--- src/rtl/split_desc_pkg.sv ---
package split_desc_pkg;

    parameter int CERR_W = 2;
    parameter int NAK_W  = 4;
    parameter int IDX_W  = 5;

    typedef enum logic [2:0] {
        RES_ACK     = 3'd0,
        RES_NAK     = 3'd1,
        RES_NYET    = 3'd2,
        RES_NORESP  = 3'd3,
        RES_BADRESP = 3'd4,
        RES_BABBLE  = 3'd5,
        RES_DATA    = 3'd6,
        RES_RSVD    = 3'd7
    } res_code_e;

    typedef struct packed {
        logic              active;
        logic              valid;
        logic              halt;
        logic              babble;
        logic              xerr;
        logic              phase;
        logic              toggle;
        logic [CERR_W-1:0] cerr;
        logic [CERR_W-1:0] cerr_init;
        logic [NAK_W-1:0]  nakcnt;
        logic [NAK_W-1:0]  reload;
        logic              branch;
        logic [IDX_W-1:0]  ptr;
        logic [IDX_W-1:0]  idx;
    } desc_state_t;

endpackage

--- src/rtl/err_retry_unit.sv ---
module err_retry_unit #(
    parameter int W = 2
) (
    input  logic [W-1:0] cnt_i,
    input  logic [W-1:0] init_i,
    input  logic         err_i,
    input  logic         restore_i,
    output logic [W-1:0] cnt_o,
    output logic         exhausted_o
);
    localparam logic [W-1:0] ONE = W'(1);

    logic last_try;
    assign last_try = (cnt_i <= ONE);

    always_comb begin
        cnt_o       = cnt_i;
        exhausted_o = 1'b0;
        if (restore_i) begin
            cnt_o = init_i;
        end else if (err_i) begin
            if (last_try) begin
                cnt_o       = '0;
                exhausted_o = 1'b1;
            end else begin
                cnt_o = cnt_i - ONE;
            end
        end
    end
endmodule

--- src/rtl/nak_retry_unit.sv ---
module nak_retry_unit #(
    parameter int W = 4
) (
    input  logic [W-1:0] cnt_i,
    input  logic [W-1:0] reload_i,
    input  logic         nak_i,
    output logic [W-1:0] cnt_o,
    output logic         expired_o
);
    localparam logic [W-1:0] ONE = W'(1);

    logic counting;
    assign counting = (reload_i != '0);

    always_comb begin
        cnt_o     = cnt_i;
        expired_o = 1'b0;
        if (nak_i && counting) begin
            if (cnt_i <= ONE) begin
                cnt_o     = '0;
                expired_o = 1'b1;
            end else begin
                cnt_o = cnt_i - ONE;
            end
        end
    end
endmodule

--- src/rtl/next_idx_sel.sv ---
module next_idx_sel #(
    parameter int W = 5
) (
    input  logic [W-1:0] idx_i,
    input  logic [W-1:0] ptr_i,
    input  logic         branch_i,
    output logic [W-1:0] next_o
);
    logic [W-1:0] seq;
    assign seq    = idx_i + W'(1);
    assign next_o = branch_i ? ptr_i : seq;
endmodule

--- src/rtl/split_desc_updater.sv ---
module split_desc_updater
    import split_desc_pkg::*;
(
    input  logic              clk,
    input  logic              rst_n,
    input  logic              ld_i,
    input  logic              ld_valid_i,
    input  logic              ld_toggle_i,
    input  logic [CERR_W-1:0] ld_cerr_i,
    input  logic [NAK_W-1:0]  ld_reload_i,
    input  logic              ld_branch_i,
    input  logic [IDX_W-1:0]  ld_ptr_i,
    input  logic [IDX_W-1:0]  ld_idx_i,
    input  logic              res_vld_i,
    input  logic [2:0]        res_code_i,
    output logic              active_o,
    output logic              valid_o,
    output logic              halt_o,
    output logic              babble_o,
    output logic              xerr_o,
    output logic              phase_o,
    output logic              toggle_o,
    output logic [CERR_W-1:0] cerr_o,
    output logic [NAK_W-1:0]  nakcnt_o,
    output logic [IDX_W-1:0]  next_idx_o
);
    desc_state_t st_q, st_d;
    res_code_e   code;
    logic        accept;
    logic        is_err, is_restore, is_nak;
    logic [CERR_W-1:0] cerr_nx;
    logic              cerr_exh;
    logic [NAK_W-1:0]  nak_nx;
    logic              nak_exp;

    assign code       = res_code_e'(res_code_i);
    assign accept     = res_vld_i && st_q.active && !ld_i;
    assign is_err     = accept && (code == RES_NORESP || code == RES_BADRESP);
    assign is_restore = accept && (code == RES_NAK || code == RES_NYET);
    assign is_nak     = accept && (code == RES_NAK);

    err_retry_unit #(.W(CERR_W)) u_err (
        .cnt_i       (st_q.cerr),
        .init_i      (st_q.cerr_init),
        .err_i       (is_err),
        .restore_i   (is_restore),
        .cnt_o       (cerr_nx),
        .exhausted_o (cerr_exh)
    );

    nak_retry_unit #(.W(NAK_W)) u_nak (
        .cnt_i     (st_q.nakcnt),
        .reload_i  (st_q.reload),
        .nak_i     (is_nak),
        .cnt_o     (nak_nx),
        .expired_o (nak_exp)
    );

    next_idx_sel #(.W(IDX_W)) u_idx (
        .idx_i    (st_q.idx),
        .ptr_i    (st_q.ptr),
        .branch_i (st_q.branch),
        .next_o   (next_idx_o)
    );

    always_comb begin
        st_d = st_q;
        if (ld_i) begin
            st_d.valid     = ld_valid_i;
            st_d.active    = ld_valid_i;
            st_d.halt      = 1'b0;
            st_d.babble    = 1'b0;
            st_d.xerr      = 1'b0;
            st_d.phase     = 1'b0;
            st_d.toggle    = ld_toggle_i;
            st_d.cerr      = ld_cerr_i;
            st_d.cerr_init = ld_cerr_i;
            st_d.nakcnt    = ld_reload_i;
            st_d.reload    = ld_reload_i;
            st_d.branch    = ld_branch_i;
            st_d.ptr       = ld_ptr_i;
            st_d.idx       = ld_idx_i;
        end else if (accept) begin
            st_d.cerr   = cerr_nx;
            st_d.nakcnt = nak_nx;
            unique case (code)
                RES_BABBLE: begin
                    st_d.babble = 1'b1;
                    st_d.active = 1'b0;
                    st_d.valid  = 1'b0;
                end
                RES_NORESP, RES_BADRESP: begin
                    if (cerr_exh) begin
                        st_d.xerr   = 1'b1;
                        st_d.halt   = 1'b1;
                        st_d.valid  = 1'b0;
                        st_d.active = 1'b0;
                    end
                end
                RES_NAK: begin
                    if (nak_exp) begin
                        st_d.valid  = 1'b0;
                        st_d.active = 1'b0;
                    end
                end
                RES_ACK, RES_DATA: begin
                    if (st_q.phase) begin
                        st_d.toggle = ~st_q.toggle;
                        st_d.phase  = 1'b0;
                        st_d.active = 1'b0;
                    end else if (code == RES_ACK) begin
                        st_d.phase = 1'b1;
                    end
                end
                default: begin
                end
            endcase
        end
    end

    always_ff @(posedge clk or negedge rst_n) begin
        if (!rst_n) begin
            st_q <= '0;
        end else begin
            st_q <= st_d;
        end
    end

    assign active_o = st_q.active;
    assign valid_o  = st_q.valid;
    assign halt_o   = st_q.halt;
    assign babble_o = st_q.babble;
    assign xerr_o   = st_q.xerr;
    assign phase_o  = st_q.phase;
    assign toggle_o = st_q.toggle;
    assign cerr_o   = st_q.cerr;
    assign nakcnt_o = st_q.nakcnt;


    active_needs_valid_chk: assert property (@(posedge clk) disable iff (!rst_n)
        active_o |-> valid_o);


    babble_retire_chk: assert property (@(posedge clk) disable iff (!rst_n)
        (accept && code == RES_BABBLE) |=> (babble_o && !active_o && !valid_o));


    halt_with_xerr_chk: assert property (@(posedge clk) disable iff (!rst_n)
        $rose(halt_o) |-> (xerr_o && !valid_o && !active_o));


    cerr_restore_chk: assert property (@(posedge clk) disable iff (!rst_n)
        (accept && (code == RES_NAK || code == RES_NYET)) |=> (cerr_o == $past(st_q.cerr_init)));


    start_ack_chk: assert property (@(posedge clk) disable iff (!rst_n)
        (accept && code == RES_ACK && !phase_o) |=> (phase_o && active_o));


    nak_no_reload_chk: assert property (@(posedge clk) disable iff (!rst_n)
        (accept && code == RES_NAK && st_q.reload == '0) |=> ($stable(nakcnt_o) && valid_o));


    inactive_ignore_chk: assert property (@(posedge clk) disable iff (!rst_n)
        (res_vld_i && !active_o && !ld_i) |=> $stable(st_q));
endmodule

--- config.mk ---
export PLATFORM = sky130hd
export DESIGN_NAME = split_desc_updater
export DESIGN_NICKNAME = d
export VERILOG_FILES = /design/src/rtl/split_desc_pkg.sv /design/src/rtl/err_retry_unit.sv /design/src/rtl/nak_retry_unit.sv /design/src/rtl/next_idx_sel.sv /design/src/rtl/split_desc_updater.sv
export SDC_FILE = /design/constraint.sdc
export NUM_CORES = 1
export LEC_CHECK = 0
export ABC_AREA = 1
export CORE_ASPECT_RATIO = 2
export CORE_MARGIN = 10
export CORE_UTILIZATION = 50
export DETAILED_ROUTE_END_ITERATION = 10
export DONT_BUFFER_PORTS = 1
export PLACE_DENSITY = 0.74
export SETUP_SLACK_MARGIN = 0.15
export SYNTH_ARGS = -nofsm -noshare
export SYNTH_HDL_FRONTEND = slang
export SYNTH_SLANG_ARGS = --single-unit
--- constraint.sdc ---
create_clock -name clk -period 1.5 [get_ports clk]
set_clock_uncertainty 0.05 [all_clocks]
set_input_delay 0.075 -clock clk [delete_from_list [all_inputs] [get_ports clk]]
set_output_delay 0.075 -clock clk [all_outputs]
set_load 0.01 [all_outputs]
==> impl_table.tex <==
\begin{tabular}{lr}
\hline
Metric & Value \\
\hline
\multicolumn{2}{l}{\textbf{Worst setup path}} \\
Data arrival time of the worst path & 1.61 ns \\
Critical Path End Type & flop \\
Cell occurring most often along the worst timing path & sky130\_fd\_sc\_hd\_\_nand2\_1 \\
Setup CP Type & reg2reg \\
Highest cell delay on the worst timing path & 0.45 ns \\
Critical path, cell by cell & inv\_2 > ha\_4 > nor2\_4 > nor2\_4 > nand3\_2 > nand2\_1 > nand2\_1 > o21ai\_2 > nand2\_1 \\
Slowest stage cell on the critical path & sky130\_fd\_sc\_hd\_\_dfrtp\_2 \\
Required time of the critical path & between 1.5 and 2 ns \\
Setup crit start kind & flop \\
Buffer and inverter count on the worst path & 1 \\
Largest fanout on the critical path & 3 \\
Crit path max-delay family & simple AND/OR/NAND/NOR gates \\
\multicolumn{2}{l}{\textbf{Detailed routing}} \\
Detailed Route Iter0 Violations & 45 \\
Max layer used & met4 \\
Met3 routed wirelength & 255 microns \\
Average wire length per cell after detail routing & around 17 microns \\
Number of detailed-route iterations in the first pass & 4 \\
Detail-routed via count per cell & 5.58 \\
Met1 Routed Length & 1610 microns \\
Post-route antenna net violation count & 0 \\
DRC errors left & 0 \\
Met2 wire length & 2690 microns \\
Drt total wl & 4640 microns \\
Total vias in the final route & 1539 \\
\multicolumn{2}{l}{\textbf{Pwr}} \\
Sequential Power Share & 45.6\% \\
Maximum vdd ir drop & 0.721 mV \\
P\_int & 1.42 mW \\
Sw frac & 31.7\% \\
Power density normalized to cell area & 978 nW/um\^{}2 \\
Total leakage power & 1.02 nW \\
Net switching power figure & 0.658 mW \\
Post-layout total power & 2.08 mW \\
Share of power burned in combinational logic & between 20\% and 30\% \\
Part of the total power dissipated in the clock network & 29.6\% \\
\multicolumn{2}{l}{\textbf{GRT}} \\
Wire length of the first global-routing pass & 7730 microns \\
Antenna violations before repair & 0 \\
Via count of the first global-routing pass & 1674 \\
Pin count of the biggest net entering global routing & 30 \\
GRT Util Overall & 16.6\% \\
Total global routing overflow & 0 \\
\multicolumn{2}{l}{\textbf{Hold path}} \\
Worst hold path class & in2reg \\
\multicolumn{2}{l}{\textbf{Synth}} \\
Post-synthesis area per instance & between 7 and 8 sq um \\
Top cells by area, synth & sky130\_fd\_sc\_hd\_\_dfrtp\_1, sky130\_fd\_sc\_hd\_\_nand2\_1, sky130\_fd\_sc\_hd\_\_nand3\_1 \\
Share of synthesized area occupied by flip-flops and latches & 46.4\% \\
Most common flop cell mapped by yosys & sky130\_fd\_sc\_hd\_\_dfrtp\_1 \\
Share of flip-flops with an asynchronous set or reset after synthesis & 100\% \\
Post-Synthesis Net Count & 235 \\
Most area-hungry cell type in the Yosys netlist & sky130\_fd\_sc\_hd\_\_dfrtp\_1 \\
Total standard cell area after synthesis & between 1500 and 2000 sq um \\
Number of flip-flops and latches in the synthesized netlist & 29 \\
Number of cells produced by synthesis & slightly above 200 \\
EDFF count, synth & 0 \\
Synth warnings & 0 \\
Distinct cells, synth & 21 \\
Synth top area share & between 40\% and 50\% \\
\multicolumn{2}{l}{\textbf{STA}} \\
Hold violation count in the final report & 0 \\
Final hold slack & 0.00903 ns \\
Worst max-slew margin expressed relative to the limit & 63.9\% \\
Unrepaired setup endpoints after global routing & true \\
Slew at the pin closest to its max-slew limit & 0.541 ns \\
Timing-limited maximum frequency & about 670 MHz \\
Fin Setup TNS & 0 ns \\
Number of pins exceeding their max-slew limit in the final report & 0 \\
Final critical delay including setup and external delays & 1.49 ns \\
Final Setup Violations & 0 \\
Share of the cycle needed by the critical path after routing & 99.3\% \\
\multicolumn{2}{l}{\textbf{Clocking}} \\
Clk Tree Root Cell & sky130\_fd\_sc\_hd\_\_clkbuf\_8 \\
CTS Buffer Depth & 2 \\
H-tree lvl count & 2 \\
CTS sink cnt & 29 \\
Clock Pin Slew Worst Setup and Hold Paths & 0.06 ns \\
Clk\_lat worst skew & approximately 0.28 ns \\
TritonCTS clock tree & done \\
Number of clock buffers inserted by TritonCTS & 5 \\
\multicolumn{2}{l}{\textbf{Die}} \\
Die boundary height & a little under 100 microns \\
Initial Utilization & 52.6\% \\
Horizontal die dimension & 59.6 microns \\
Io pins & 44 \\
Row cnt & 28 \\
Core Footprint & 2980 sq um \\
Floorplan die area & a little under 6000 sq um \\
\multicolumn{2}{l}{\textbf{Final layout}} \\
Most frequent cells in the layout & sky130\_fd\_sc\_hd\_\_nand2\_1, sky130\_fd\_sc\_hd\_\_dfrtp\_1, sky130\_fd\_sc\_hd\_\_dlygate4sd3\_1, sky130\_fd\_sc\_hd\_\_inv\_1, sky130\_fd\_sc\_hd\_\_buf\_4 \\
Fraction of final layout cells with drive strength greater than 1 & 20.7\% \\
Most common library cell in the layout ignoring fill and taps & sky130\_fd\_sc\_hd\_\_nand2\_1 \\
Post-layout net count & 274 \\
Final cell count without fillers & 276 \\
Number of antenna repair diodes & 0 \\
Syn-to-layout area delta & 35.8\% \\
\multicolumn{2}{l}{\textbf{Placement}} \\
Gpl congestion & 0.846 \\
Half-perimeter wire length after detailed placement & 2940 microns \\
Count of placed standard cells including taps & 230 \\
Port-buffer cells & 0 \\
\multicolumn{2}{l}{\textbf{Run status}} \\
Outcome & finished, final reports clean \\
\multicolumn{2}{l}{\textbf{Run}} \\
Max Cap Violations & 0 \\
\hline
\end{tabular}
-- area by class of cell --
cell class	count	area, sq um
clock buffers	6	72.6
inverters	19	71.3
repair buffers	43	409
well taps	30	37.5
clock inverters	2	10.0
flip-flops and latches	29	729
fillers	227	852
multi-input cells	147	796
-- logic make-up after synthesis --
family          after synthesis  synth area share [%]
compound gates               29                  11.4
flops                        29                  46.4
xor+xnor                      4                  2.24
buf+inv                      30                  9.35
simple gates                111                  28.2
fa+ha+maj                     3                  2.40
-- power groups by stage --
stage          Sequential, mW  Clock, mW  Combinational, mW
2_1_floorplan           0.930          0              0.284
6_report                0.948      0.615              0.515
3_5_place_dp            0.954          0              0.323
5_1_grt                 0.960      0.675              0.577
3_3_place_gp            0.950          0              0.306
4_1_cts                 0.941      0.629              0.446
-- routing by layer --
metal / up-vias / global-route usage (%)
li1: 727 / -
met1: 759 / 16.2
met2: 44 / 29.2
met3: 9 / 6.11
met4: 0 / 7.64
met5: - / 0
-- repair_timing --
item                                    CTS  global route
hold buffers                             28             0
pin swaps                                 1            13
endpoints found under the setup margin   10            12
gates resized for setup                  13            23
setup buffers                             5             5
endpoints found under the hold margin    57             0
-- path summary, 6_finish.rpt --
| kind | cells after the start | start | endpoint | slack, ns |
|---|---|---|---|---|
| max | 9 | nakcnt_o[0]$_DFFE_PN0P_ | valid_o$_DFFE_PN0P_ | 0.01 |
| min | 2 | res_code_i[2] | babble_o$_DFFE_PN0P_ | 0.009 |
| max reg2reg | 9 | nakcnt_o[0]$_DFFE_PN0P_ | valid_o$_DFFE_PN0P_ | 0.01 |
| min reg2reg | 2 | st_q[13]$_DFFE_PN0P_ | st_q[13]$_DFFE_PN0P_ | 0.43 |
| max in group asynchronous | 2 | rst_n | st_q[10]$_DFFE_PN0P_ | 1.04 |
| min in group asynchronous | 2 | rst_n | st_q[11]$_DFFE_PN0P_ | 0.19 |
-- worst reg2reg max path, stage by stage (launching register included) --
cell and delay, ns:
sky130_fd_sc_hd__dfrtp_2 0.45, sky130_fd_sc_hd__inv_2 0.09, sky130_fd_sc_hd__ha_4 0.15, sky130_fd_sc_hd__nor2_4 0.04, sky130_fd_sc_hd__nor2_4 0.14, sky130_fd_sc_hd__nand3_2 0.10
sky130_fd_sc_hd__nand2_1 0.07, sky130_fd_sc_hd__nand2_1 0.06, sky130_fd_sc_hd__o21ai_2 0.16, sky130_fd_sc_hd__nand2_1 0.08
-- synth_stat cells (3+ instances only) --
library cell,number
sky130_fd_sc_hd__o211ai_1,5
sky130_fd_sc_hd__inv_1,18
sky130_fd_sc_hd__buf_4,8
sky130_fd_sc_hd__ha_1,3
sky130_fd_sc_hd__xor2_1,4
sky130_fd_sc_hd__nand2_1,79
sky130_fd_sc_hd__buf_2,3
sky130_fd_sc_hd__nor2_1,15
sky130_fd_sc_hd__dfrtp_1,29
sky130_fd_sc_hd__nand3_1,14
sky130_fd_sc_hd__o21ai_0,14
sky130_fd_sc_hd__a21oi_1,4
-- through the flow --
stage	area (sq um)	utilization [%]	setup slack [ns]
4_1_cts	2010	67.6	0.0176
3_3_place_gp	1580	53.0	0.0839
5_1_grt	2130	71.4	-0.0444
6_report	2130	71.4	0.0105
2_1_floorplan	1580	-	0.167
3_5_place_dp	1580	53.0	-0.0289
-- state kept, by name, indices dropped and copies added, names as in the netlist --
name / count
active_o: 1
babble_o: 1
cerr_o: 2
halt_o: 1
nakcnt_o: 4
phase_o: 1
st_q: 17
toggle_o: 1
valid_o: 1
No activity file was read; power rests on OpenSTA's default activity.
